<file path="src/rtl/ccd_htg_pkg.sv">
package ccd_htg_pkg;

  typedef enum logic [1:0] {
    XFER_STD = 2'b00,
    XFER_DBL = 2'b01,
    XFER_TRI = 2'b10
  } xfer_e;

  localparam int STEP_W    = 4;
  localparam int STD_EDGES = 8;
  localparam int DBL_EDGES = 8;
  localparam int TRI_EDGES = 12;

  // Gate group vector {g4, g3, g2, g1}; rest state has g1 and g2 high.
  localparam logic [3:0] GRP_REST = 4'b0011;

  function automatic xfer_e decode_mode(input logic [1:0] raw);
    case (raw)
      2'b01:   return XFER_DBL;
      2'b10:   return XFER_TRI;
      default: return XFER_STD;
    endcase
  endfunction

  function automatic logic [STEP_W-1:0] edges_for(input xfer_e m);
    case (m)
      XFER_DBL: return STEP_W'(DBL_EDGES);
      XFER_TRI: return STEP_W'(TRI_EDGES);
      default:  return STEP_W'(STD_EDGES);
    endcase
  endfunction

  // Group levels after st edges of the line.
  function automatic logic [3:0] grp_pattern(input xfer_e m, input logic [STEP_W-1:0] st);
    logic [3:0] g;
    if (m == XFER_STD) begin
      case (st)
        4'd1:    g = 4'b0010;
        4'd2:    g = 4'b0110;
        4'd3:    g = 4'b0100;
        4'd4:    g = 4'b1100;
        4'd5:    g = 4'b1000;
        4'd6:    g = 4'b1001;
        4'd7:    g = 4'b0001;
        default: g = GRP_REST;
      endcase
    end else begin
      case (st[1:0])
        2'd1:    g = 4'b0110;
        2'd2:    g = 4'b1100;
        2'd3:    g = 4'b1001;
        default: g = GRP_REST;
      endcase
    end
    return g;
  endfunction

  // Pin order: [0]=1A [1]=1B [2]=2 [3]=3A [4]=3B [5]=4
  function automatic logic [5:0] grp_to_pins(input logic [3:0] g);
    return {g[3], g[2], g[2], g[1], g[0], g[0]};
  endfunction

endpackage

</file>
<file path="src/rtl/ccd_htg_counter.sv">
module ccd_htg_counter #(
  parameter int LINE_LEN = 2280,
  parameter int CW       = 12
) (
  input  logic          clk,
  input  logic          rst_n,
  output logic [CW-1:0] cnt,
  output logic          wrap
);
  localparam logic [CW-1:0] LAST = CW'(LINE_LEN);
  localparam logic [CW-1:0] ONE  = CW'(1);

  assign wrap = (cnt == LAST);

  always_ff @(posedge clk or negedge rst_n) begin
    if (!rst_n) cnt <= LAST;
    else if (wrap) cnt <= ONE;
    else cnt <= cnt + ONE;
  end
endmodule

</file>
<file path="src/rtl/ccd_htg_hseg.sv">
module ccd_htg_hseg #(
  parameter int CW        = 12,
  parameter int HSYNC_END = 228,
  parameter int WIN_START = 540,
  parameter int PRESCAN   = 28,
  parameter int FRONT_OB  = 2,
  parameter int ACTIVE    = 1650,
  parameter int REAR_OB   = 52
) (
  input  logic          clk,
  input  logic          rst_n,
  input  logic [CW-1:0] cnt,
  output logic          hsync,
  output logic          hclk1,
  output logic          hclk2,
  output logic          rgate,
  output logic          seg_prescan,
  output logic          seg_black,
  output logic          seg_active
);
  localparam logic [CW-1:0] HS_END  = CW'(HSYNC_END);
  localparam logic [CW-1:0] W_BEGIN = CW'(WIN_START);
  localparam logic [CW-1:0] PRE_END = CW'(WIN_START + PRESCAN);
  localparam logic [CW-1:0] FOB_END = CW'(WIN_START + PRESCAN + FRONT_OB);
  localparam logic [CW-1:0] ACT_END = CW'(WIN_START + PRESCAN + FRONT_OB + ACTIVE);
  localparam logic [CW-1:0] W_END   = CW'(WIN_START + PRESCAN + FRONT_OB + ACTIVE + REAR_OB);

  logic pre_d, blk_d, act_d, win_d;

  always_comb begin
    pre_d = (cnt >= W_BEGIN) && (cnt < PRE_END);
    blk_d = ((cnt >= PRE_END) && (cnt < FOB_END)) ||
            ((cnt >= ACT_END) && (cnt < W_END));
    act_d = (cnt >= FOB_END) && (cnt < ACT_END);
    win_d = pre_d | blk_d | act_d;
  end

  always_ff @(posedge clk or negedge rst_n) begin
    if (!rst_n) begin
      hsync       <= 1'b0;
      hclk1       <= 1'b0;
      hclk2       <= 1'b1;
      rgate       <= 1'b0;
      seg_prescan <= 1'b0;
      seg_black   <= 1'b0;
      seg_active  <= 1'b0;
    end else begin
      hsync       <= (cnt < HS_END);
      hclk1       <= win_d;
      hclk2       <= ~win_d;
      rgate       <= win_d;
      seg_prescan <= pre_d;
      seg_black   <= blk_d;
      seg_active  <= act_d;
    end
  end
endmodule

</file>
<file path="src/rtl/ccd_htg_vseq.sv">
module ccd_htg_vseq
  import ccd_htg_pkg::*;
#(
  parameter int CW          = 12,
  parameter int VEDGE_FIRST = 52,
  parameter int VEDGE_STEP  = 40
) (
  input  logic          clk,
  input  logic          rst_n,
  input  logic [CW-1:0] cnt,
  input  logic          wrap,
  input  logic [1:0]    xfer_mode,
  output logic [5:0]    vclk
);
  localparam logic [CW-1:0] FIRST = CW'(VEDGE_FIRST);
  localparam logic [CW-1:0] STEP  = CW'(VEDGE_STEP);

  xfer_e             mode_q;
  logic [STEP_W-1:0] step;
  logic [STEP_W-1:0] step_upd;
  logic [CW-1:0]     next_edge;
  logic              hit;

  always_comb begin
    hit      = (cnt == next_edge) && (step < edges_for(mode_q));
    step_upd = hit ? step + STEP_W'(1) : step;
  end

  always_ff @(posedge clk or negedge rst_n) begin
    if (!rst_n) begin
      mode_q    <= XFER_STD;
      step      <= '0;
      next_edge <= FIRST;
      vclk      <= grp_to_pins(GRP_REST);
    end else begin
      vclk <= grp_to_pins(grp_pattern(mode_q, step_upd));
      if (wrap) begin
        mode_q    <= decode_mode(xfer_mode);
        step      <= '0;
        next_edge <= FIRST;
      end else if (hit) begin
        step      <= step_upd;
        next_edge <= next_edge + STEP;
      end
    end
  end
endmodule

</file>
<file path="src/rtl/ccd_htg_top.sv">
module ccd_htg_top #(
  parameter int LINE_LEN    = 2280,
  parameter int HSYNC_END   = 228,
  parameter int WIN_START   = 540,
  parameter int PRESCAN     = 28,
  parameter int FRONT_OB    = 2,
  parameter int ACTIVE      = 1650,
  parameter int REAR_OB     = 52,
  parameter int VEDGE_FIRST = 52,
  parameter int VEDGE_STEP  = 40
) (
  input  logic       clk,
  input  logic       rst_n,
  input  logic [1:0] xfer_mode,
  output logic       hsync,
  output logic       hclk1,
  output logic       hclk2,
  output logic       rgate,
  output logic       seg_prescan,
  output logic       seg_black,
  output logic       seg_active,
  output logic [5:0] vclk
);
  localparam int CW = $clog2(LINE_LEN + 1);

  logic [CW-1:0] cnt;
  logic          wrap;

  ccd_htg_counter #(.LINE_LEN(LINE_LEN), .CW(CW)) u_cnt (
    .clk(clk), .rst_n(rst_n), .cnt(cnt), .wrap(wrap)
  );

  ccd_htg_hseg #(
    .CW(CW), .HSYNC_END(HSYNC_END), .WIN_START(WIN_START), .PRESCAN(PRESCAN),
    .FRONT_OB(FRONT_OB), .ACTIVE(ACTIVE), .REAR_OB(REAR_OB)
  ) u_hseg (
    .clk(clk), .rst_n(rst_n), .cnt(cnt), .hsync(hsync), .hclk1(hclk1),
    .hclk2(hclk2), .rgate(rgate), .seg_prescan(seg_prescan),
    .seg_black(seg_black), .seg_active(seg_active)
  );

  ccd_htg_vseq #(.CW(CW), .VEDGE_FIRST(VEDGE_FIRST), .VEDGE_STEP(VEDGE_STEP)) u_vseq (
    .clk(clk), .rst_n(rst_n), .cnt(cnt), .wrap(wrap), .xfer_mode(xfer_mode), .vclk(vclk)
  );
endmodule

</file>
<file path="config.mk">
export PLATFORM = sky130hd
export DESIGN_NAME = ccd_htg_top
export DESIGN_NICKNAME = d
export VERILOG_FILES = /design/src/rtl/ccd_htg_pkg.sv /design/src/rtl/ccd_htg_counter.sv /design/src/rtl/ccd_htg_hseg.sv /design/src/rtl/ccd_htg_vseq.sv /design/src/rtl/ccd_htg_top.sv
export SDC_FILE = /design/constraint.sdc
export NUM_CORES = 1
export LEC_CHECK = 0
export BUFFER_PORTS_ARGS = -buffer_cell sky130_fd_sc_hd__buf_4
export CORE_UTILIZATION = 63
export DETAILED_ROUTE_END_ITERATION = 10
export HOLD_SLACK_MARGIN = 0.15
export PLACE_DENSITY = 0.83
export SYNTH_ARGS = -nofsm -noshare
export SYNTH_HDL_FRONTEND = slang
export SYNTH_SLANG_ARGS = --single-unit
</file>
<file path="constraint.sdc">
create_clock -name clk -period 7.66 [get_ports clk]
set_input_delay 1.149 -clock clk [delete_from_list [all_inputs] [get_ports clk]]
set_output_delay 1.149 -clock clk [all_outputs]
set_load 0.02 [all_outputs]
</file>
# --- Word level (Yosys, flattened, before mapping) ---
# Index checks and enable logic that the tools add are counted.
totals:
  regBits: 42
  out_inout_bits: 13
op_classes:
  n_addsub: 3
  n_lt_le_gt_ge: 10
  eq_ne: 15
  n_mux: 11
  bitwise: 3
  reduce_logical: 8
op_table:
  columns: ["operator", "n"]
  rows:
  - [">= comparator 12 x 10 -> 1 bit (second input constant)", 3]
  - ["two-way mux 12 bit", 3]
  - ["case mux 4 bit (7 select lines)", 1]
  - ["less-than comparator 12 x 10 -> 1 bit (second input constant)", 2]
  - ["less-than comparator 12 bit (second input constant)", 2]
  - ["== test 4 x 3 -> 1 bit (second input constant)", 4]
  - ["two-way mux 4 bit", 4]
  - ["adder 12 x 1 -> 12 bit (second input constant)", 1]
  - ["adder 12 x 6 -> 12 bit (second input constant)", 1]
  - ["== test 12 bit", 1]
  - ["== test 12 bit (second input constant)", 1]
  - [">= comparator 12 bit (second input constant)", 1]
  - ["less-than comparator 12 x 8 -> 1 bit (second input constant)", 1]
  - ["case mux 4 bit (3 select lines)", 1]
  - ["== test 2 bit (second input constant)", 4]
  - ["== test 4 x 2 -> 1 bit (second input constant)", 2]
  - ["logical AND 1 bit", 5]
  - ["adder 4 x 1 -> 4 bit (second input constant)", 1]
  - ["== test 2 x 1 -> 1 bit (second input constant)", 2]
  - ["== test 4 x 1 -> 1 bit (second input constant)", 1]
  - ["less-than comparator 4 bit", 1]
  - ["case mux 2 bit (2 select lines)", 1]
  - ["two-way mux 3 bit", 1]
  - ["logical NOT 2 bit", 1]
  - ["other kinds (4)", 5]

# --- Longest topological paths before layout ---
# Gate-level depths: netlist of the first run.
depth:
  word_depth: 8
  mapped_depth: 12
  ltp_nobuf: 11

# --- Hierarchy ---
# From an unflattened synthesis of the first run, not the netlist that was laid out.
unflattened:
  cells_unflattened: 224
  area_unflattened_um2: 2190.9
by_module_without_submodules:
  columns: ["module", "instances", "cells_each", "area_each_um2", "seq_area_each_um2"]
  rows:
  - ["ccd_htg_vseq", 1, 128, 1237.4, 506.7]
  - ["ccd_htg_counter", 1, 58, 610.6, 306.5]
  - ["ccd_htg_hseg", 1, 38, 342.8, 151.4]

# --- Worst setup path after synthesis of the first run ---
# Ideal clock, no wire load.
synth_timing:
  kind: "register to register"
  from: "register u_cnt.cnt[7]"
  to: "register u_vseq.vclk[1]"
  setup_time_ps: 82
  t_arrival_ps: 2727
  required_ps: 7578
  slack_ps: 4851
  path_stages_with_launch: 13
  cell_sequence: "dfstp_2 clkbuf_1 xnor2_1 o211ai_1 or4_4 buf_6 xor2_1 inv_1 ha_1 or2_2 nand3_1 a2bb2oi_1 nand2_1"
synth_between:
  elab_chain_len: 6
  elab_cells_between_ends: 16
synth_lines:
  columns: ["element", "line_no", "source"]
  rows:
  - ["start, declared", "ccd_htg_counter.sv:7", "output logic [CW-1:0] cnt,"]
  - ["start signal, assigned", "ccd_htg_counter.sv:18", "else cnt <= cnt + ONE;"]
  - ["== test 12 bit *", "ccd_htg_vseq.sv:25", "hit = (cnt == next_edge) && (step < edges_for(mode_q));"]
  - ["logical AND 1 bit *", "ccd_htg_vseq.sv:25", null]
  - ["two-way mux 4 bit *", "ccd_htg_vseq.sv:26", "step_upd = hit ? step + STEP_W'(1) : step;"]
  - ["== test 4 x 3 -> 1 bit (tied with other cells)", "ccd_htg_pkg.sv:37", "case (st)"]
  - ["case mux 4 bit (7 select lines) / case mux 4 bit (3 select lines) (equally long branches)", "ccd_htg_pkg.sv:37, ccd_htg_pkg.sv:48", null]
  - ["two-way mux 4 bit *", "ccd_htg_pkg.sv:36", "if (m == XFER_STD) begin"]
  - ["end signal, assigned", "ccd_htg_vseq.sv:34", "vclk <= grp_to_pins(GRP_REST);"]
  - ["end signal, assigned", "ccd_htg_vseq.sv:36", "vclk <= grp_to_pins(grp_pattern(mode_q, step_upd));"]
  - ["end, declared", "ccd_htg_vseq.sv:13", "output logic [5:0] vclk"]
# Every way passes the cells marked *; elsewhere a longest branch is shown, timed or not.
# A chain may end at the register's enable or synchronous reset.

# --- Worst setup path after layout of the first run ---
layout_timing:
  from: "register u_cnt.cnt[6]"
  to: "register u_vseq.vclk[4]"
# Same word-level chain as after synthesis.

==> results.json, run 1 <==
{
  "cts_tree": "yes",
  "hold_slack_ns": 0.508,
  "synth.largest_area_cell": "dfrtp_1",
  "synthToLayoutAreaGrowth_pct": 6.10,
  "finalHoldViolCount": 0,
  "grt_max_degree": 39,
  "first_pass_iters": 4,
  "ys.flop_type": "dfrtp_1",
  "total_power_uw": 307,
  "max_cap_violations": 0,
  "pre_cts_ws_ns": 4.55,
  "cts_root_buf": "clkbuf_4",
  "insertion_delay_ns": 0.35,
  "yosys_warnings": 0,
  "period_share": 0.412,
  "seqPwrFrac": 0.655,
  "syn_inst": 208,
  "crit_type": "flip-flop to flip-flop",
  "syn_nets": 220,
  "leakage_nw": 0.967,
  "utilization": 0.715,
  "finalCriticalPeriod_ns": 3.16,
  "setup-tns-final_ns": 0,
  "start_util": 0.674,
  "antenna_found_initial": 0,
  "numPortBuffers": 16,
  "syn_avg_cell_area_um2": 9.97,
  "viasPerCell": 5.95,
  "reg2reg_depth": 9,
  "fin_skew_ns": 0.0129,
  "drc": 0,
  "htree_levels": 2,
  "p_clk_frac": 0.330,
  "grt_usage": 0.256,
  "switchingPower_uw": 63.5,
  "rsz0062_at_grt": "false",
  "p_int_uw": 243,
  "r2r_end": "u_vseq.vclk[4]",
  "rrSetupSlack_ns": 4.50,
  "tightestPinTransition_ns": 0.691,
  "dieHeight_um": 59.4,
  "cts_sinks": 38,
  "min_path_cells": 1,
  "crit_path_start_kind": "flip-flop",
  "swShare": 0.207,
  "mappedNetlistArea_mm2": 0.00207,
  "relSlewSlack": 0.539,
  "ant_nets": 0,
  "clock.fmax_ghz": 0.317,
  "r2r-start": "u_cnt.cnt[6]",
  "setup_violations": 0,
  "grt_first_pass_wirelength_um": 6620,
  "postCtsResizedCells": 0,
  "powerDensity_mw_per_mm2": 139,
  "crit_fanout": 12,
  "cts_hold_buf": 0,
  "fill_cells": 240,
  "cts_made_buffers": 5,
  "status": "complete, no violations",
  "ys_types": 40,
  "io_pins": 17,
  "cts_buffer_depth": 2,
  "grt_pass1_vias": 1483,
  "final_layout_size_suffix_gt1_frac": 0.190,
  "fin_ws_ns": 4.50,
  "fin_cells": 260,
  "grt.overflow.total": 0,
  "finalWirelength_um": 3880,
  "n_antenna_cell": 0,
  "worstHoldEndpoint": "u_cnt.cnt[0]",
  "die_area_mm2": 0.00352,
  "synth.area.top_cells": "dfrtp_1 33%, dfstp_2 14%, xnor2_1 9.3%",
  "seq_area_frac_synth": 0.465,
  "critical_path_required_ns": 7.88,
  "ys_seq_elements": 38,
  "slew_viol_final": 0,
  "hpwl_um": 2820,
  "synth.most_common_cell": "dfrtp_1",
  "vdd_ir_drop_max_v": 0.0000916,
  "stdcell_area_mm2": 0.00220,
  "power.share.combinational": 0.016,
  "critPathCaptureType": "flip-flop",
  "min_path_type": "flip-flop to flip-flop",
  "crit_arrival_ns": 3.37,
  "yosys.area.top_type_share": 0.326,
  "dp_cells": 254,
  "wl_per_cell_um": 14.9,
  "route.vias.total": 1548,
  "synthArstFlopShare": 1.00,
  "synth-edff-count": 0,
  "cts_setup_buffers": 0,
  "synth_top_cells_by_count": "27 x dfrtp_1, 25 x nor2_1, 22 x xnor2_1, 15 x nand2_1",
  "dieWidth_um": 59.4,
  "clkTransAtPathRegs_ns": 0.11,
  "final_nets": 229,
  "placed_area_mm2": 0.00215,
  "hold_start": "u_cnt.cnt[0]",
  "core_area_mm2": 0.00308,
  "place.gp.congestion": 0.912,
  "rows": 20,
  "drtIter0Drc": 115
}
## worst max-delay path by stage
stage | startpoint | to
6_report | u_cnt.cnt[6] | u_vseq.vclk[4]
5_1_grt | u_cnt.cnt[6] | u_vseq.vclk[2]
4_1_cts | u_cnt.cnt[6] | u_vseq.vclk[1]
3_5_place_dp | u_cnt.cnt[6] | u_vseq.vclk[1]
3_3_place_gp | u_cnt.cnt[6] | u_vseq.vclk[1]
2_1_floorplan | u_cnt.cnt[7] | u_vseq.vclk[1]
## kinds of logic (layout without fill, tap and decap cells)
family | Yosys count | after routing | share of synthesized area
muxes | 4 | 4 | 0.0193
and+or+nand+nor | 89 | 89 | 0.229
buffers and inverters | 22 | 30 | 0.0628
AOI/OAI and AO/OA | 20 | 20 | 0.0610
adders and majority gates | 8 | 8 | 0.0483
DFF | 38 | 38 | 0.465
xor gates and xnor gates | 27 | 27 | 0.114
## cell type report
class	count	area, um^2	share of cell area
Inverter	8	30.0	0.0137
Sequential cell	38	965	0.439
Clock buffer	6	51.3	0.0233
Timing Repair Buffer	16	120	0.0546
Multi-Input combinational cell	148	978	0.445
Tap cell	44	55.1	0.0250
## layer usage
| layer | up-vias | GRT usage | part of all wire |
|---|---|---|---|
| li1 | 719 | - | - |
| met5 | - | 0 | 0 |
| met4 | 0 | 0.119 | 0.021 |
| met3 | 11 | 0.0611 | 0.060 |
| met2 | 66 | 0.403 | 0.48 |
| met1 | 752 | 0.332 | 0.44 |
## power groups by stage
stage / clock, mW / sequential, mW / combinational, mW
2_1_floorplan: 0 / 0.205 / 0.000155
3_3_place_gp: 0 / 0.204 / 0.00501
5_1_grt: 0.111 / 0.201 / 0.00573
3_5_place_dp: 0 / 0.204 / 0.00521
6_report: 0.101 / 0.201 / 0.00488
4_1_cts: 0.103 / 0.201 / 0.00520
## registers in the layout, summed over array words and instances, names as in the netlist
name / flops
u_cnt.cnt: 12
u_hseg.hclk1: 1
u_hseg.hclk2: 1
u_hseg.hsync: 1
u_hseg.seg_active: 1
u_hseg.seg_black: 1
u_hseg.seg_prescan: 1
u_vseq.mode_q: 2
u_vseq.next_edge: 10
u_vseq.step: 4
u_vseq.vclk: 4
## critical path: stages, from the launching register on
cell and delay (ns):
dfstp_2 0.62, xnor2_1 0.14, nand4_1 0.16, or4_4 0.68, mux2i_1 0.45, inv_1 0.13
ha_1 0.27, or2_2 0.33, mux2i_1 0.16, o21ai_0 0.10
## cell usage in the layout (no fill, tap or decap), drive strengths merged
cell type,count
dfrtp,27
nor2,27
xnor2,22
buf,16
nand2,15
nand3,11
dfstp,11
nor3,10
inv,8
ha,8
a21oi,6
clkbuf,6
nand4,5
xor2,5
o21ai,5
mux2i,4
or3,4
nor3b,4
nand3b,3
o211ai,2
a2bb2oi,2
or4,2
and3,1
or2,1
nor4,1
o22a,1
or4b,1
and4,1
a21o,1
nor2b,1
o41ai,1
o22ai,1
o31ai,1
nor4b,1
nand2b,1
Note: power is estimated with default switching activity, not from simulation.
==> inputs of run 2 (changes only) <==
--- a/config.mk
+++ b/config.mk
@@ -6,10 +6,10 @@
 export NUM_CORES = 1
 export LEC_CHECK = 0
 export BUFFER_PORTS_ARGS = -buffer_cell sky130_fd_sc_hd__buf_4
-export CORE_UTILIZATION = 63
+export CORE_UTILIZATION = 53
 export DETAILED_ROUTE_END_ITERATION = 10
 export HOLD_SLACK_MARGIN = 0.15
-export PLACE_DENSITY = 0.83
+export PLACE_DENSITY = 0.75
 export SYNTH_ARGS = -nofsm -noshare
 export SYNTH_HDL_FRONTEND = slang
 export SYNTH_SLANG_ARGS = --single-unit
==> constraint.sdc (replaced) <==
create_clock -name clk -period 2.75 [get_ports clk]
set_input_delay 0.4125 -clock clk [delete_from_list [all_inputs] [get_ports clk]]
set_output_delay 0.4125 -clock clk [all_outputs]
set_load 0.02 [all_outputs]
==> run 2 against run 1 <==
Worst hold slack worse by 0.14 ns. Sequential share of layout area is 3.1 points lower. Routed wire length is 4.4% lower. Die area is 18% higher. Cell count is 7.7% higher. Combinational power grew to 3.0 times the previous value. Flip-flop and latch count stayed put. Clock skew is 0.0083 ns lower. Critical endpoint is now u_vseq.vclk[1].
==> results.json, run 2 (same netlist as run 1, synthesis figures left out) <==
{
  "worstHoldEndpoint": "u_vseq.mode_q[1]",
  "powerDensity_mw_per_mm2": 405,
  "fin_ws_ns": 0.0887,
  "reg2reg_depth": 10,
  "final_cell_mix": "29 x buf_4, 27 x dfrtp_1, 25 x nor2_1",
  "crit_arrival_ns": 2.88,
  "crit_fanout": 3,
  "insertion_delay_ns": 0.29,
  "critPathMaxStageDelay_ns": 0.58,
  "cts_made_buffers": 5,
  "dieWidth_um": 64.5,
  "total_power_uw": 960,
  "grt_pass1_vias": 1407,
  "critical_path_required_ns": 2.96,
  "reg.largest.list": "u_cnt.cnt (12), u_vseq.next_edge (10)",
  "seqPwrFrac": 0.583,
  "multi_input_area_um2": 995,
  "relSlewSlack": 0.622,
  "fin_skew_ns": 0.00463,
  "finalCriticalPeriod_ns": 2.66,
  "grt.overflow.total": 0,
  "cts_root_buf": "clkbuf_8",
  "r2r-start": "u_vseq.next_edge[2]",
  "die_area_mm2": 0.00417,
  "p_int_uw": 766,
  "largest_register_ffs": 12,
  "antenna_found_initial": 0,
  "viasPerCell": 5.34,
  "crit_slowest_cell": "or4_4",
  "synthToLayoutAreaGrowth_pct": 14.2,
  "setup-tns-final_ns": 0,
  "setup_violations": 0,
  "drc": 0,
  "start_util": 0.558,
  "core_area_mm2": 0.00372,
  "cts_sinks": 38,
  "clkTransAtPathRegs_ns": 0.07,
  "rows": 22,
  "crit_buf_inv": 1,
  "r2r_end": "u_vseq.vclk[1]",
  "finalHoldViolCount": 0,
  "tightestPinTransition_ns": 0.563,
  "status": "complete, no violations",
  "first_pass_iters": 4,
  "hpwl_um": 2690,
  "io_pins": 17,
  "rrSetupSlack_ns": 0.09,
  "hold_start": "xfer_mode[1]",
  "crit_path_start_kind": "flip-flop",
  "max_cap_violations": 0,
  "utilization": 0.637,
  "grt_first_pass_wirelength_um": 6520,
  "dp_cells": 269,
  "crit_top_cell": "nand2_1",
  "vdd_ir_drop_max_v": 0.000292,
  "swShare": 0.203,
  "drtIter0Drc": 117,
  "pre_cts_ws_ns": 0.0478,
  "min_path_type": "primary input to flip-flop",
  "leakage_nw": 1.06,
  "switchingPower_uw": 195,
  "grt_max_degree": 39,
  "register_area_um2": 965,
  "fill_cells": 314,
  "ant_nets": 0,
  "final_common_cell": "buf_4",
  "final_nets": 243,
  "critPathCaptureType": "flip-flop",
  "finalWirelength_um": 3700,
  "power.share.combinational": 0.015,
  "htree_levels": 2,
  "top_register": "u_cnt.cnt",
  "min_path_cells": 3,
  "cts_buffer_depth": 2,
  "grt_usage": 0.210,
  "slew_viol_final": 0,
  "clock.fmax_ghz": 0.376,
  "path_cells": "xnor2_1 -> nand2_1 -> or4_4 -> mux2i_2 -> inv_1 -> ha_1 -> or2_2 -> nand3_1 -> a2bb2oi_1 -> nand2_1",
  "period_share": 0.968,
  "route.vias.total": 1494,
  "p_clk_frac": 0.402,
  "cts_tree": "yes",
  "crit_type": "flip-flop to flip-flop",
  "n_antenna_cell": 0,
  "fin_cells": 280,
  "final_layout_size_suffix_gt1_frac": 0.250,
  "wl_per_cell_um": 13.2,
  "place.gp.congestion": 0.820,
  "crit_family": "simple AND/OR/NAND/NOR gates",
  "dieHeight_um": 64.5,
  "numPortBuffers": 16
}
run 2: layout make-up:
type	count	area share
clock buffers	7	0.0365
clock inverters	1	0.00211
inverters	8	0.0127
multi-input cells	148	0.420
flip-flops and latches	38	0.407
well taps	48	0.0254
repair buffers	30	0.0961
run 2: power by group through the flow:
stage / Clock, mW / Combinational, mW / Sequential [mW]
after floorplan: 0 / 0.000431 / 0.570
after global placement: 0 / 0.0143 / 0.570
after detailed placement: 0 / 0.0146 / 0.570
after CTS: 0.398 / 0.0157 / 0.559
after global routing: 0.422 / 0.0173 / 0.559
final: 0.386 / 0.0147 / 0.560
run 2: through the flow:
stage	hold WS, ns	area, um^2
finish	0.363	2370
global placement	0.394	2250
floorplan	0.117	2090
global route	0.367	2370
detailed placement	0.400	2250
CTS	0.360	2350
run 2: worst max-delay path by stage:
stage | from | to | slack (ns) | depth (start not counted)
2_1_floorplan | u_cnt.cnt[6] | u_vseq.vclk[1] | 0.03 | 11
3_3_place_gp | u_cnt.cnt[6] | u_vseq.vclk[1] | 0.11 | 10
3_5_place_dp | u_cnt.cnt[6] | u_vseq.vclk[1] | 0.05 | 10
4_1_cts | u_cnt.cnt[6] | u_vseq.vclk[1] | 0.03 | 10
5_1_grt | u_cnt.cnt[11] | u_vseq.vclk[1] | -0.003 | 10
6_report | u_vseq.next_edge[2] | u_vseq.vclk[1] | 0.09 | 10
run 2: worst min-delay path, stage by stage:
cell and delay (ns):
buf_4 0.08, nand3b_1 0.07, nand2_1 0.06
run 2: metal layers:
metal	part of all wire	routed length, um	track usage
met2	0.46	1690	0.321
met4	0.016	58	0.0861
met5	0	0	0
met1	0.48	1790	0.281
met3	0.043	160	0.0581
run 2: timing repair:
action                                  in CTS  in global routing
gates resized for setup                      0                  1
endpoints found under the setup margin       0                  4
hold endpoints to repair                    27                  0
setup buffers                                0                  2
hold buffers                                 1                  0
